--- src/rtl/csa_tree_mul.sv ---
module csa_tree_mul #(
  parameter int W = 8
) (
  input  logic           clk,
  input  logic           rst_n,
  input  logic [W-1:0]   x,
  input  logic [W-1:0]   y,
  output logic [2*W-1:0] q
);
  localparam int PW = 2 * W;

  function automatic int rows_at(input int k);
    int n;
    n = W;
    for (int i = 0; i < k; i++) n = 2 * (n / 3) + (n % 3);
    return n;
  endfunction

  function automatic int layer_count();
    int n;
    int c;
    n = W;
    c = 0;
    while (n > 2) begin
      n = 2 * (n / 3) + (n % 3);
      c++;
    end
    return c;
  endfunction

  localparam int NL = layer_count();

  logic [PW-1:0] rows [NL+1][W];
  logic [PW-1:0] op_a, op_b, sum_w;
  logic [PW-1:0] cy;

  for (genvar j = 0; j < W; j++) begin : g_pp
    assign rows[0][j] = PW'({W{y[j]}} & x) << j;
  end

  for (genvar k = 0; k < NL; k++) begin : g_layer
    localparam int NIN  = rows_at(k);
    localparam int NG   = NIN / 3;
    localparam int NOUT = rows_at(k + 1);
    for (genvar g = 0; g < NG; g++) begin : g_csa
      logic [PW-1:0] a, b, c;
      assign a = rows[k][3*g];
      assign b = rows[k][3*g+1];
      assign c = rows[k][3*g+2];
      assign rows[k+1][2*g]   = a ^ b ^ c;
      assign rows[k+1][2*g+1] = ((a & b) | (b & c) | (c & a)) << 1;
    end
    for (genvar r = 0; r < NIN % 3; r++) begin : g_pass
      assign rows[k+1][2*NG+r] = rows[k][3*NG+r];
    end
    for (genvar r = NOUT; r < W; r++) begin : g_idle
      assign rows[k+1][r] = '0;
    end
  end

  assign op_a  = rows[NL][0];
  assign op_b  = rows[NL][1];
  assign cy[0] = 1'b0;

  for (genvar i = 0; i < PW; i++) begin : g_cpa
    assign sum_w[i] = op_a[i] ^ op_b[i] ^ cy[i];
    if (i < PW - 1) begin : g_c
      assign cy[i+1] = (op_a[i] & op_b[i]) | (cy[i] & (op_a[i] ^ op_b[i]));
    end
  end

  always_ff @(posedge clk or negedge rst_n) begin
    if (!rst_n) q <= '0;
    else        q <= sum_w;
  end
endmodule

--- config.mk ---
export PLATFORM = sky130hd
export DESIGN_NAME = csa_tree_mul
export DESIGN_NICKNAME = d
export VERILOG_FILES = /design/src/rtl/csa_tree_mul.sv
export SDC_FILE = /design/constraint.sdc
export NUM_CORES = 1
export LEC_CHECK = 0
export CORE_AREA = 2 2 82 64
export CTS_BUF_LIST = sky130_fd_sc_hd__clkbuf_4 sky130_fd_sc_hd__clkbuf_8
export DETAILED_ROUTE_END_ITERATION = 12
export DIE_AREA = 0 0 84 66
export GPL_TIMING_DRIVEN = 0
export HOLD_SLACK_MARGIN = 0.06
export PLACE_DENSITY = 0.75
export SLEW_MARGIN = 20
export SYNTH_ARGS = -nofsm -noshare
export SYNTH_HDL_FRONTEND = slang
export SYNTH_SLANG_ARGS = --single-unit
--- constraint.sdc ---
create_clock -name clk -period 0.8 [get_ports clk]
set_input_delay 0.24 -clock clk [delete_from_list [all_inputs] [get_ports clk]]
set_output_delay 0.24 -clock clk [all_outputs]
set_load 0.1 [all_outputs]
==> qor.log, run 1 <==
[timing] share of the clock period used by the worst path after layout 637%
[synthesis] count of yosys warnings during synthesis 0
[synthesis] post-synthesis cell type with the largest combined area sky130_fd_sc_hd__fa_1
[detailed_routing] routed wire length on met2 2250 um
[synthesis] area share of the largest cell type after synthesis 44.7%
[timing] Worst Hold Margin -0.0908 ns
[cts] number of sinks handled by clock tree synthesis 16
[run] max cap viols 0
[setup_path] slowest cell delay on critical path 0.54 ns
[global_routing] maximum number of pins on one net before global-route repair 17
[setup_path] biggest fanout along the worst timing path 4
[power_and_ir_drop] power per cell area 2910 nW/um^2
[synthesis] combinational family with the most area after synthesis adder cells
[final_layout] Filler cells 386
[detailed_routing] total met3 wirelength after detailed routing 92 um
[synthesis] multiplexer area fraction after synthesis 0%
[detailed_routing] wire length after detailed routing 3920 um
[final_layout] layout cells sized above 1 35.0%
[cts] clock input transition at the sequential cells of the worst setup and hold paths 0.06 ns
[timing] post-layout min period 5.09 ns
[floorplanning] area of the core 4760 sq um
[setup_path] required time reported for the critical path endpoint 0.93 ns
[placement] final weighted congestion of routability-driven global placement 0.788
[setup_path] sequence of cells on the critical path buf_8 > and2_4 > fa_1 > inv_2 > fa_1 > inv_1 > fa_1 > ha_4 > ha_4 > inv_2 > fa_2 > fa_2 > fa_2 > fa_2 > inv_2 > fa_2 > fa_2 > fa_2 > fa_2 > fa_2 > xor2_1
[cts] hold buffer count at cts 0
[final_layout] Core Util, Final 62.0%
[setup_path] cell at the slowest stage of the critical path sky130_fd_sc_hd__fa_1
[setup_path] data arrival at the endpoint of the critical path 5.23 ns
[synthesis] share of synthesized area occupied by flip-flops and latches 19.0%
[synthesis] area fraction in compound gates after synthesis 0%
[synthesis] total of flip-flops plus latches after synthesis 16
[detailed_routing] First-pass DRT Iterations 4
[synthesis] average footprint of a synthesized cell 10.6 sq um
[floorplanning] Site Rows 22
[worst_hold_path] type of the tightest min-delay check in -> async
[placement] HPWL after DPL 3230 um
[floorplanning] y dimension of the die 66 um
[power_and_ir_drop] logic gate share of total power 72.8%
[power_and_ir_drop] share of total power in sequential cells 19.1%
[detailed_routing] Post-Route M1 WL 1560 um
[timing] final setup violation count 30
[timing] final critical-path setup slack -4.29 ns
[timing] final hold violations 16
[synthesis] post-synth net total 279
[floorplanning] total die area 5540 sq um
[floorplanning] starting density of the core 44.2%
[setup_path] sort of element at the end of the critical path register
[placement] count of input and output buffers 33
[global_routing] grt total ovfl 0
[floorplanning] overall die width 84 um
[power_and_ir_drop] leakage component of the power 1.38 nW
[synthesis] synthesized-area fraction occupied by and/or/nand/nor cells 16.8%
[final_layout] Area Overhead vs Synth 40.1%
[final_layout] max FFs per register 16
[global_routing] GRT Total Usage 16.3%
[final_layout] number of inserted diodes 0
[detailed_routing] average routed wire per standard cell 13.2 um
[cts] Root Buffer Master sky130_fd_sc_hd__clkbuf_8
[power_and_ir_drop] power consumption 8.60 mW
[status] violated checks negative hold slack, negative setup slack
[detailed_routing] top layer reached by signal wires met4
[cts] CTS buffer count 3
[cts] H-tree level count 1
[power_and_ir_drop] Internal Dissipation 4.22 mW
[global_routing] initial antenna violation count 0
[cts] worst-case clock buffer depth 2
[detailed_routing] initial detailed-routing violation count 47
[power_and_ir_drop] switching power share of the total 50.9%
[setup_path] Most Frequent Cell on Critical Path sky130_fd_sc_hd__fa_2
[synthesis] leading post-synthesis cells by cell area sky130_fd_sc_hd__fa_1 45%, sky130_fd_sc_hd__dfrtp_1 19%, sky130_fd_sc_hd__and2_1 13%
[floorplanning] number of placed I/O pins 34
[detailed_routing] vias per cell 4.77
[power_and_ir_drop] Clk network pwr share 8.1%
[final_layout] leading cell types in the layout, fill and taps excluded 48 x sky130_fd_sc_hd__inv_1, 38 x sky130_fd_sc_hd__fa_1, 36 x sky130_fd_sc_hd__and2_1
[timing] Fmax achieved 0.196 GHz
[detailed_routing] via count 1,417
[global_routing] wire length of the first global-routing pass 7130 um
[synthesis] fraction of the mapped netlist area in adder cells 54.2%
[final_layout] Regs by FF count q x16
[timing] max-slew violation count 0
[power_and_ir_drop] switching pwr 4.37 mW
[synthesis] post-synth design cell area 2110 sq um
[setup_path] critical path launch point y[4]
[power_and_ir_drop] Worst VDD drop 0.00318 V
[timing] unrepaired setup endpoints after global routing true
[detailed_routing] count of antenna-violating nets left after detailed routing 0
[detailed_routing] detailed-route DRC error count 0
[final_layout] largest register by flop count q
[setup_path] Worst Setup Start Kind input pin
[status] run status finished with violations
[synthesis] distinct cell type count of the synthesized netlist 7
[placement] worst setup timing slack at the placement stage -5.17 ns
[timing] worst slew pin tran 0.398 ns
[timing] Relative slew margins 73.5%
[setup_path] Setup Crit Path Kind in -> reg
[final_layout] final-stage net count 319
[final_layout] most common cell after layout, fill and taps aside sky130_fd_sc_hd__inv_1
[synthesis] Synth Instances 198
[synthesis] parity-gate share of the synthesized area counting xor and xnor cells 0.416%
[global_routing] via count of the first global-routing pass 1,649
[cts] CTS tree done
[final timing paths]
path / end / slack, ns / cells after the start
max: q[15] / -4.29 / 21
min: q[8] / -0.09 / 1
max in group asynchronous: q[9] / 0.57 / 1
min in group clk: q[0] / 0.26 / 2
[metal layers]
metal	vias to the layer above	GRT usage, %
li1	638	-
met1	749	19.1
met2	28	32.3
met3	2	2.50
met4	0	2.62
met5	-	0
[power groups by stage]
| stage | combinational [mW] | clock, mW | sequential (mW) |
|---|---|---|---|
| floorplan | 1.77 | 0 | 3.87 |
| global placement | 5.16 | 0 | 1.47 |
| detailed placement | 5.30 | 0 | 1.47 |
| CTS | 6.29 | 0.717 | 1.64 |
| global route | 6.74 | 0.764 | 1.68 |
| finish | 6.26 | 0.694 | 1.64 |
[timing repair]
action,4_1_cts,5_1_grt
endpoints found under the hold margin,0,16
gates resized for setup,240,12
pin swaps,8,6
buffers inserted,2,0
endpoints found under the setup margin,48,46
[cell families after synthesis]
logic type,Yosys count
xor gates and xnor gates,1
DFF,16
adders and majority gates,63
and+or+nand+nor,64
buffers and inverters,54
[layout make-up]
cell class                      count  area, sq um  share of cell area, %
Inverter                           54          203                   6.87
Tap cell                           60         75.1                   2.54
Timing Repair Buffer               35          537                   18.2
Multi-Input combinational cell    128         1620                   54.9
Sequential cell                    16          460                   15.6
Clock buffer                        4         55.1                   1.87
[synth_stat cells]
cell type / n
sky130_fd_sc_hd__inv_1: 54
sky130_fd_sc_hd__fa_1: 47
sky130_fd_sc_hd__and2_1: 45
sky130_fd_sc_hd__nand2_1: 19
sky130_fd_sc_hd__dfrtp_1: 16
sky130_fd_sc_hd__ha_1: 16
sky130_fd_sc_hd__xor2_1: 1
[through the flow]
stage	TNS (ns)	std cells	cell area [sq um]
floorplan	-40.48	198	2200
global placement	-73.32	291	2610
detailed placement	-73.71	291	2610
CTS	-44.36	297	2910
global route	-45.70	297	2950
finish	-43.89	297	2950
[worst max-delay path, delay by kind of cell]
family,cells,cell delay (ns)
XOR/XNOR,1,0.14
adder cells (fa/ha/maj),14,4.42
buffers and inverters,5,0.27
AND/OR/NAND/NOR,1,0.15
Power figures use the tool's default switching activity.
==> inputs of run 2 (changes only) <==
--- a/config.mk
+++ b/config.mk
@@ -11,8 +11,8 @@
 export DIE_AREA = 0 0 84 66
 export GPL_TIMING_DRIVEN = 0
 export HOLD_SLACK_MARGIN = 0.06
-export PLACE_DENSITY = 0.75
-export SLEW_MARGIN = 20
+export PLACE_DENSITY_LB_ADDON = 0.12
+export SLEW_MARGIN = 10
 export SYNTH_ARGS = -nofsm -noshare
 export SYNTH_HDL_FRONTEND = slang
 export SYNTH_SLANG_ARGS = --single-unit
==> run 2 against run 1 <==
The flow finishes with violations (negative setup slack). Via count fell by 3.2%. Sequential cell count did not move. Maximum frequency fell by 0.63%. Cell count down 0.34%. Final area is 0.25% lower. Total power is 1.2% higher. Non-clock buffer count fell by 1.
==> qor.log, run 2 (synthesis results as in run 1) <==
[worst_hold_path] type of the tightest min-delay check in -> async
[final_layout] number of inserted diodes 0 [unchanged]
[global_routing] grt total ovfl 0 [unchanged]
[cts] hold buffer count at cts 0 [unchanged]
[final_layout] largest register by flop count q
[setup_path] slowest cell delay on critical path 0.55 ns [about the same]
[detailed_routing] First-pass DRT Iterations 4 [unchanged]
[timing] final critical-path setup slack -4.33 ns [-0.0324 ns]
[placement] worst setup timing slack at the placement stage -5.20 ns [-0.0323 ns]
[power_and_ir_drop] power per cell area 2960 nW/um^2 [+1.5%]
[placement] count of input and output buffers 33 [unchanged]
[placement] final weighted congestion of routability-driven global placement 0.734 [-6.8%]
[placement] Post-DP Area 2610 sq um [unchanged]
[placement] HPWL after DPL 3110 um [-3.5%]
[power_and_ir_drop] logic gate share of total power 73.0% [+0.2 points]
[timing] worst slew pin tran 0.705 ns [+0.307 ns]
[detailed_routing] count of antenna-violating nets left after detailed routing 0 [unchanged]
[power_and_ir_drop] switching pwr 4.42 mW [+1.1%]
[final_layout] leading cell types in the layout, fill and taps excluded 45 x sky130_fd_sc_hd__inv_1, 38 x sky130_fd_sc_hd__fa_1, 37 x sky130_fd_sc_hd__and2_1
[global_routing] GRT Total Usage 16.2% [-0.14 points]
[timing] Setup TNS Final -44.35 ns [-0.463 ns]
[floorplanning] total die area 5540 sq um [unchanged]
[floorplanning] area of the core 4760 sq um [unchanged]
[power_and_ir_drop] Worst VDD drop 0.00341 V [+7.4%]
[detailed_routing] average routed wire per standard cell 13.0 um [-1.1%]
[final_layout] most common cell after layout, fill and taps aside sky130_fd_sc_hd__inv_1
[timing] post-layout min period 5.13 ns [+0.0324 ns]
[setup_path] cell at the slowest stage of the critical path sky130_fd_sc_hd__fa_1
[cts] CTS tree done
[cts] worst-case clock buffer depth 2 [unchanged]
[final_layout] total non-filler cell area in the finished layout 2940 sq um [-0.25%]
[final_layout] layout cells sized above 1 34.7% [-0.28 points]
[setup_path] Setup Crit Path Kind in -> reg
[final_layout] Filler cells 398 [+3.1%]
[cts] Root Buffer Master sky130_fd_sc_hd__clkbuf_8
[detailed_routing] initial detailed-routing violation count 38 [-19%]
[floorplanning] Site Rows 22 [unchanged]
[detailed_routing] detailed-route DRC error count 0 [unchanged]
[global_routing] wire length of the first global-routing pass 7090 um [-0.57%]
[final_layout] area of the multi-input gates 1600 sq um [-1.5%]
[setup_path] sort of element at the end of the critical path register
[power_and_ir_drop] share of total power in sequential cells 18.8% [-0.3 points]
[power_and_ir_drop] Clk network pwr share 8.2% [about the same]
[floorplanning] y dimension of the die 66 um [unchanged]
[cts] number of sinks handled by clock tree synthesis 16 [unchanged]
[setup_path] Most Frequent Cell on Critical Path sky130_fd_sc_hd__fa_2
[final_layout] Regs by FF count q x16
[setup_path] WP buf/inv 5 [unchanged]
[final_layout] Area Overhead vs Synth 39.8%
[global_routing] initial antenna violation count 0 [unchanged]
[power_and_ir_drop] Internal Dissipation 4.28 mW [+1.4%]
[setup_path] required time reported for the critical path endpoint 0.94 ns [about the same]
[setup_path] Worst Setup Start Kind input pin
[setup_path] biggest fanout along the worst timing path 2 [-2]
[run] max cap viols 0 [unchanged]
[placement] placed instance count 291 [unchanged]
[cts] clock input transition at the sequential cells of the worst setup and hold paths 0.06 ns [about the same]
[floorplanning] starting density of the core 44.2% [unchanged]
[detailed_routing] wire length after detailed routing 3860 um [-1.5%]
[timing] Relative slew margins 53.0% [-20 points]
[final_layout] Reg area 460 sq um [unchanged]
[cts] CTS buffer count 3 [unchanged]
[timing] Fmax achieved 0.195 GHz [-0.63%]
[status] run status finished with violations
[power_and_ir_drop] switching power share of the total 50.8% [-0.092 points]
[global_routing] maximum number of pins on one net before global-route repair 17 [unchanged]
[power_and_ir_drop] leakage component of the power 1.38 nW [about the same]
[setup_path] data arrival at the endpoint of the critical path 5.26 ns [+0.03 ns]
[timing] share of the clock period used by the worst path after layout 641% [+4.0 points]
[setup_path] kind of cell adding the most delay to the critical path adder cells
[final_layout] max FFs per register 16 [unchanged]
[floorplanning] overall die width 84 um [unchanged]
[global_routing] via count of the first global-routing pass 1,510 [-8.4%]
[cts] H-tree level count 1 [unchanged]
[status] violated checks negative setup slack
[final_layout] Core Util, Final 61.8% [-0.16 points]
[timing] max-slew violation count 0 [unchanged]
[timing] final hold violations 0 [-16]
[timing] unrepaired setup endpoints after global routing true
[detailed_routing] vias per cell 4.64 [-2.8%]
[setup_path] sequence of cells on the critical path buf_12 > and2_4 > fa_1 > inv_2 > fa_1 > inv_2 > fa_1 > ha_4 > ha_4 > inv_2 > fa_2 > fa_2 > fa_2 > fa_2 > inv_2 > fa_2 > fa_2 > fa_2 > fa_2 > fa_2 > xor2_1
[floorplanning] number of placed I/O pins 34 [unchanged]
[detailed_routing] via count 1,372 [-3.2%]
[final_layout] final-stage net count 318 [-0.31%]
[final_layout] non-filler instance count after layout 296 [-0.34%]
[timing] final setup violation count 30 [unchanged]
-- run 2: cell types whose count changed in the layout (fill, tap and decap cells not counted), sizes merged --
cell / change
buf: -1
clkbuf: -1
clkdlybuf4s15: +1
-- run 2: through the flow --
step	total power, mW	hold slack (ns)
6_report	8.70	0.118
3_5_place_dp	6.79	0.706
3_3_place_gp	6.75	0.699
2_1_floorplan	5.64	-0.0556
4_1_cts	8.61	0.166
5_1_grt	9.38	0.161
-- run 2: layer usage --
layer,GRT usage [%],wire [um],up-vias
li1,-,-,632
met1,21.9,1670,722
met2,29.2,2100,18
met3,2.75,83,0
met4,0.605,0,0
met5,0,0,-
-- run 2: power by group through the flow --
| stage | sequential [mW] | combinational, mW | clock, mW |
|---|---|---|---|
| 6_report | 1.64 | 6.35 | 0.710 |
| 5_1_grt | 1.67 | 6.92 | 0.791 |
| 2_1_floorplan | 3.87 | 1.77 | 0 |
| 3_3_place_gp | 1.47 | 5.27 | 0 |
| 4_1_cts | 1.65 | 6.24 | 0.722 |
| 3_5_place_dp | 1.47 | 5.31 | 0 |
-- run 2: cell type report --
| cell class | instances | area share (%) |
|---|---|---|
| clock buffer | 4 | 1.87 |
| multi-input combinational | 128 | 54.2 |
| timing repair buffer | 34 | 18.8 |
| tap | 60 | 2.55 |
| sequential | 16 | 15.6 |
| inverter | 54 | 6.89 |
-- run 2: path summary, 6_finish.rpt --
kind | startpoint | to | slack (ns) | cells past startpoint
worst min-delay path | rst_n | q[8] | 0.12 | 1
max in group asynchronous | rst_n | q[10] | 0.16 | 1
min in group clk | x[0] | q[0] | 0.25 | 2
worst max-delay path | y[3] | q[15] | -4.33 | 21
-- run 2: what timing repair did --
action	in CTS	in global routing
setup buffers	1	0
pin swaps	3	4
resized for setup	243	16
endpoints found under the setup margin	48	46
==> inputs of run 3 (changes only) <==
==> constraint.sdc (replaced) <==
create_clock -name clk -period 5.5 [get_ports clk]
set_input_delay 1.65 -clock clk [delete_from_list [all_inputs] [get_ports clk]]
set_output_delay 1.65 -clock clk [all_outputs]
set_load 0.1 [all_outputs]
==> run 3 against run 2 <==
Count of clock-buffer cells in the layout unchanged. First-iteration DRC count down 29%. Global-route usage up 0.064 points. Non-clock buffer count up 1. Cell count up 0.34%. The run still ends with negative setup slack left. Sequential share of layout area down 0.28 points. Highest routed layer is now met4. Die area unchanged. Clock power down 86%.
==> qor.log, run 3 (synthesis results as in run 1) <==
[setup_path] required time reported for the critical path endpoint 5.63 ns [+4.69 ns]
[floorplanning] Site Rows 22 [unchanged]
[cts] Root Buffer Master sky130_fd_sc_hd__clkbuf_8
[status] run status finished with violations
[final_layout] Area Overhead vs Synth 23.8%
[cts] H-tree level count 1 [unchanged]
[timing] final setup violation count 6 [-80%]
[cts] CTS tree done
[setup_path] critical path launch point y[5]
[final_layout] layout cells sized above 1 16.9% [-18 points]
[floorplanning] overall die width 84 um [unchanged]
[placement] placed instance count 291 [unchanged]
[timing] final hold violations 0 [unchanged]
[power_and_ir_drop] share of total power in sequential cells 16.9% [-1.9 points]
[floorplanning] number of placed I/O pins 34 [unchanged]
[global_routing] maximum number of pins on one net before global-route repair 17 [unchanged]
[timing] Setup TNS Final -4.19 ns [+40.16 ns]
[cts] clock input transition at the sequential cells of the worst setup and hold paths 0.06 ns [about the same]
[power_and_ir_drop] Worst VDD drop 0.000384 V [-89%]
[detailed_routing] count of antenna-violating nets left after detailed routing 0 [unchanged]
[power_and_ir_drop] Internal Dissipation 0.469 mW [-89%]
[global_routing] via count of the first global-routing pass 1,594 [+5.6%]
[setup_path] sort of element at the end of the critical path register
[timing] max-slew violation count 0 [unchanged]
[worst_hold_path] Hold Crit Depth 2
[run] max cap viols 0 [unchanged]
[global_routing] wire length of the first global-routing pass 7030 um [-0.87%]
[detailed_routing] average routed wire per standard cell 13.1 um [+0.28%]
[global_routing] GRT Total Usage 16.2% [+0.064 points]
[worst_hold_path] start point of the worst min-delay path x[0]
[floorplanning] starting density of the core 44.2% [unchanged]
[placement] Post-DP Area 2540 sq um [-2.6%]
[floorplanning] y dimension of the die 66 um [unchanged]
[timing] unrepaired setup endpoints after global routing true
[placement] count of input and output buffers 33 [unchanged]
[detailed_routing] detailed-route DRC error count 0 [unchanged]
[power_and_ir_drop] logic gate share of total power 73.6% [+0.6 points]
[cts] CTS buffer count 3 [unchanged]
[power_and_ir_drop] power consumption 1.07 mW [-88%]
[final_layout] final-stage net count 319 [+0.31%]
[floorplanning] total die area 5540 sq um [unchanged]
[worst_hold_path] type of the tightest min-delay check in -> reg
[final_layout] leading cell types in the layout, fill and taps excluded 48 x sky130_fd_sc_hd__inv_1, 40 x sky130_fd_sc_hd__and2_1, 38 x sky130_fd_sc_hd__fa_1
[setup_path] data arrival at the endpoint of the critical path 6.68 ns [+1.42 ns]
[setup_path] Setup Crit Path Kind in -> reg
[global_routing] grt total ovfl 0 [unchanged]
[timing] final critical-path setup slack -1.05 ns [+3.28 ns]
[timing] Fmax achieved 0.153 GHz
[final_layout] most common cell after layout, fill and taps aside sky130_fd_sc_hd__inv_1
[setup_path] biggest fanout along the worst timing path 2 [unchanged]
[placement] final weighted congestion of routability-driven global placement 0.753 [+2.5%]
[final_layout] total non-filler cell area in the finished layout 2610 sq um [-11%]
[final_layout] number of inserted diodes 0 [unchanged]
[timing] share of the clock period used by the worst path after layout 119%
[final_layout] non-filler instance count after layout 297 [+0.34%]
[detailed_routing] First-pass DRT Iterations 4 [unchanged]
[final_layout] Regs by FF count q x16
[global_routing] initial antenna violation count 0 [unchanged]
[worst_hold_path] end of the worst hold path q[0]
[final_layout] max FFs per register 16 [unchanged]
[detailed_routing] wire length after detailed routing 3880 um [+0.62%]
[timing] post-layout min period 6.55 ns
[timing] worst slew pin tran 0.969 ns [+0.264 ns]
[power_and_ir_drop] switching power share of the total 56.2% [+5.5 points]
[floorplanning] area of the core 4760 sq um [unchanged]
[cts] worst-case clock buffer depth 2 [unchanged]
[power_and_ir_drop] switching pwr 0.603 mW [-86%]
[detailed_routing] vias per cell 4.69 [+1.2%]
[final_layout] Core Util, Final 54.7% [-7.1 points]
[final_layout] largest register by flop count q
[setup_path] Worst Setup Start Kind input pin
[status] violated checks negative setup slack
[cts] number of sinks handled by clock tree synthesis 16 [unchanged]
[detailed_routing] initial detailed-routing violation count 27 [-29%]
[timing] Relative slew margins 35.2% [-18 points]
[cts] hold buffer count at cts 0 [unchanged]
[detailed_routing] via count 1,393 [+1.5%]
[power_and_ir_drop] Clk network pwr share 9.5% [+1.3 points]
[placement] HPWL after DPL 3290 um [+5.6%]
[power_and_ir_drop] power per cell area 412 nW/um^2 [-86%]
[power_and_ir_drop] leakage component of the power 1.29 nW [-7.0%]
[final_layout] Filler cells 439 [+10%]
[run 3: cell types whose count changed in the layout (fill, tap and decap cells not counted), moves of 4 or more]
cell / delta
sky130_fd_sc_hd__dfrtp_1: +16
sky130_fd_sc_hd__buf_4: +4
sky130_fd_sc_hd__dfrtp_4: -16
sky130_fd_sc_hd__buf_12: -20
sky130_fd_sc_hd__clkdlybuf4s50_1: +17
[run 3: critical path, stage by stage]
cell	delay, ns
sky130_fd_sc_hd__buf_12	0.10
sky130_fd_sc_hd__and2_4	0.15
sky130_fd_sc_hd__fa_1	0.54
sky130_fd_sc_hd__inv_2	0.05
sky130_fd_sc_hd__fa_1	0.55
sky130_fd_sc_hd__inv_2	0.04
sky130_fd_sc_hd__fa_1	0.45
sky130_fd_sc_hd__ha_1	0.29
sky130_fd_sc_hd__ha_2	0.19
sky130_fd_sc_hd__inv_2	0.05
sky130_fd_sc_hd__fa_2	0.18
sky130_fd_sc_hd__fa_2	0.19
sky130_fd_sc_hd__fa_2	0.19
sky130_fd_sc_hd__fa_2	0.19
sky130_fd_sc_hd__inv_2	0.03
sky130_fd_sc_hd__fa_2	0.33
sky130_fd_sc_hd__fa_2	0.34
sky130_fd_sc_hd__fa_2	0.34
sky130_fd_sc_hd__fa_2	0.34
sky130_fd_sc_hd__fa_2	0.34
sky130_fd_sc_hd__xor2_1	0.14
[run 3: through the flow]
| stage | setup WS (ns) | hold WS [ns] |
|---|---|---|
| floorplan | -1.10 | 1.35 |
| global placement | -1.91 | 2.11 |
| detailed placement | -1.92 | 2.13 |
| CTS | -1.08 | 1.67 |
| global route | -1.21 | 1.68 |
| finish | -1.05 | 1.67 |
[run 3: how the worst max path moves through the flow]
stage | endpoint | slack [ns] | depth (start not counted)
6_report | q[15] | -1.05 | 21
5_1_grt | q[15] | -1.21 | 21
4_1_cts | q[15] | -1.08 | 21
3_5_place_dp | q[15] | -1.92 | 21
3_3_place_gp | q[15] | -1.91 | 21
2_1_floorplan | q[15] | -1.10 | 20
[run 3: power by group through the flow]
stage	combinational, mW	clock (mW)	sequential (mW)
after floorplan	0.257	0	0.526
after detailed placement	0.795	0	0.185
after global placement	0.788	0	0.183
after CTS	0.801	0.105	0.183
after global routing	0.867	0.113	0.186
final	0.789	0.102	0.181
[run 3: per-layer routing]
layer  GRT usage [%]  up-vias  wire (um)
met4            2.22        0         10
met3            2.00        2         96
met2            30.1       24       2130
met5               0        -          0
li1                -      636          -
met1            21.2      731       1650
[run 3: layout make-up]
class	instances	area, sq um	share of cell area (%)
tap	60	75.1	2.88
multi-input combinational	128	1540	59.1
timing repair buffer	35	333	12.8
inverter	54	203	7.78
clock buffer	4	55.1	2.11
sequential	16	400	15.4
[run 3: what timing repair did]
action,4_1_cts,5_1_grt
pin swaps,3,1
setup buffers,2,0
endpoints found under the setup margin,8,7
resized for setup,78,6
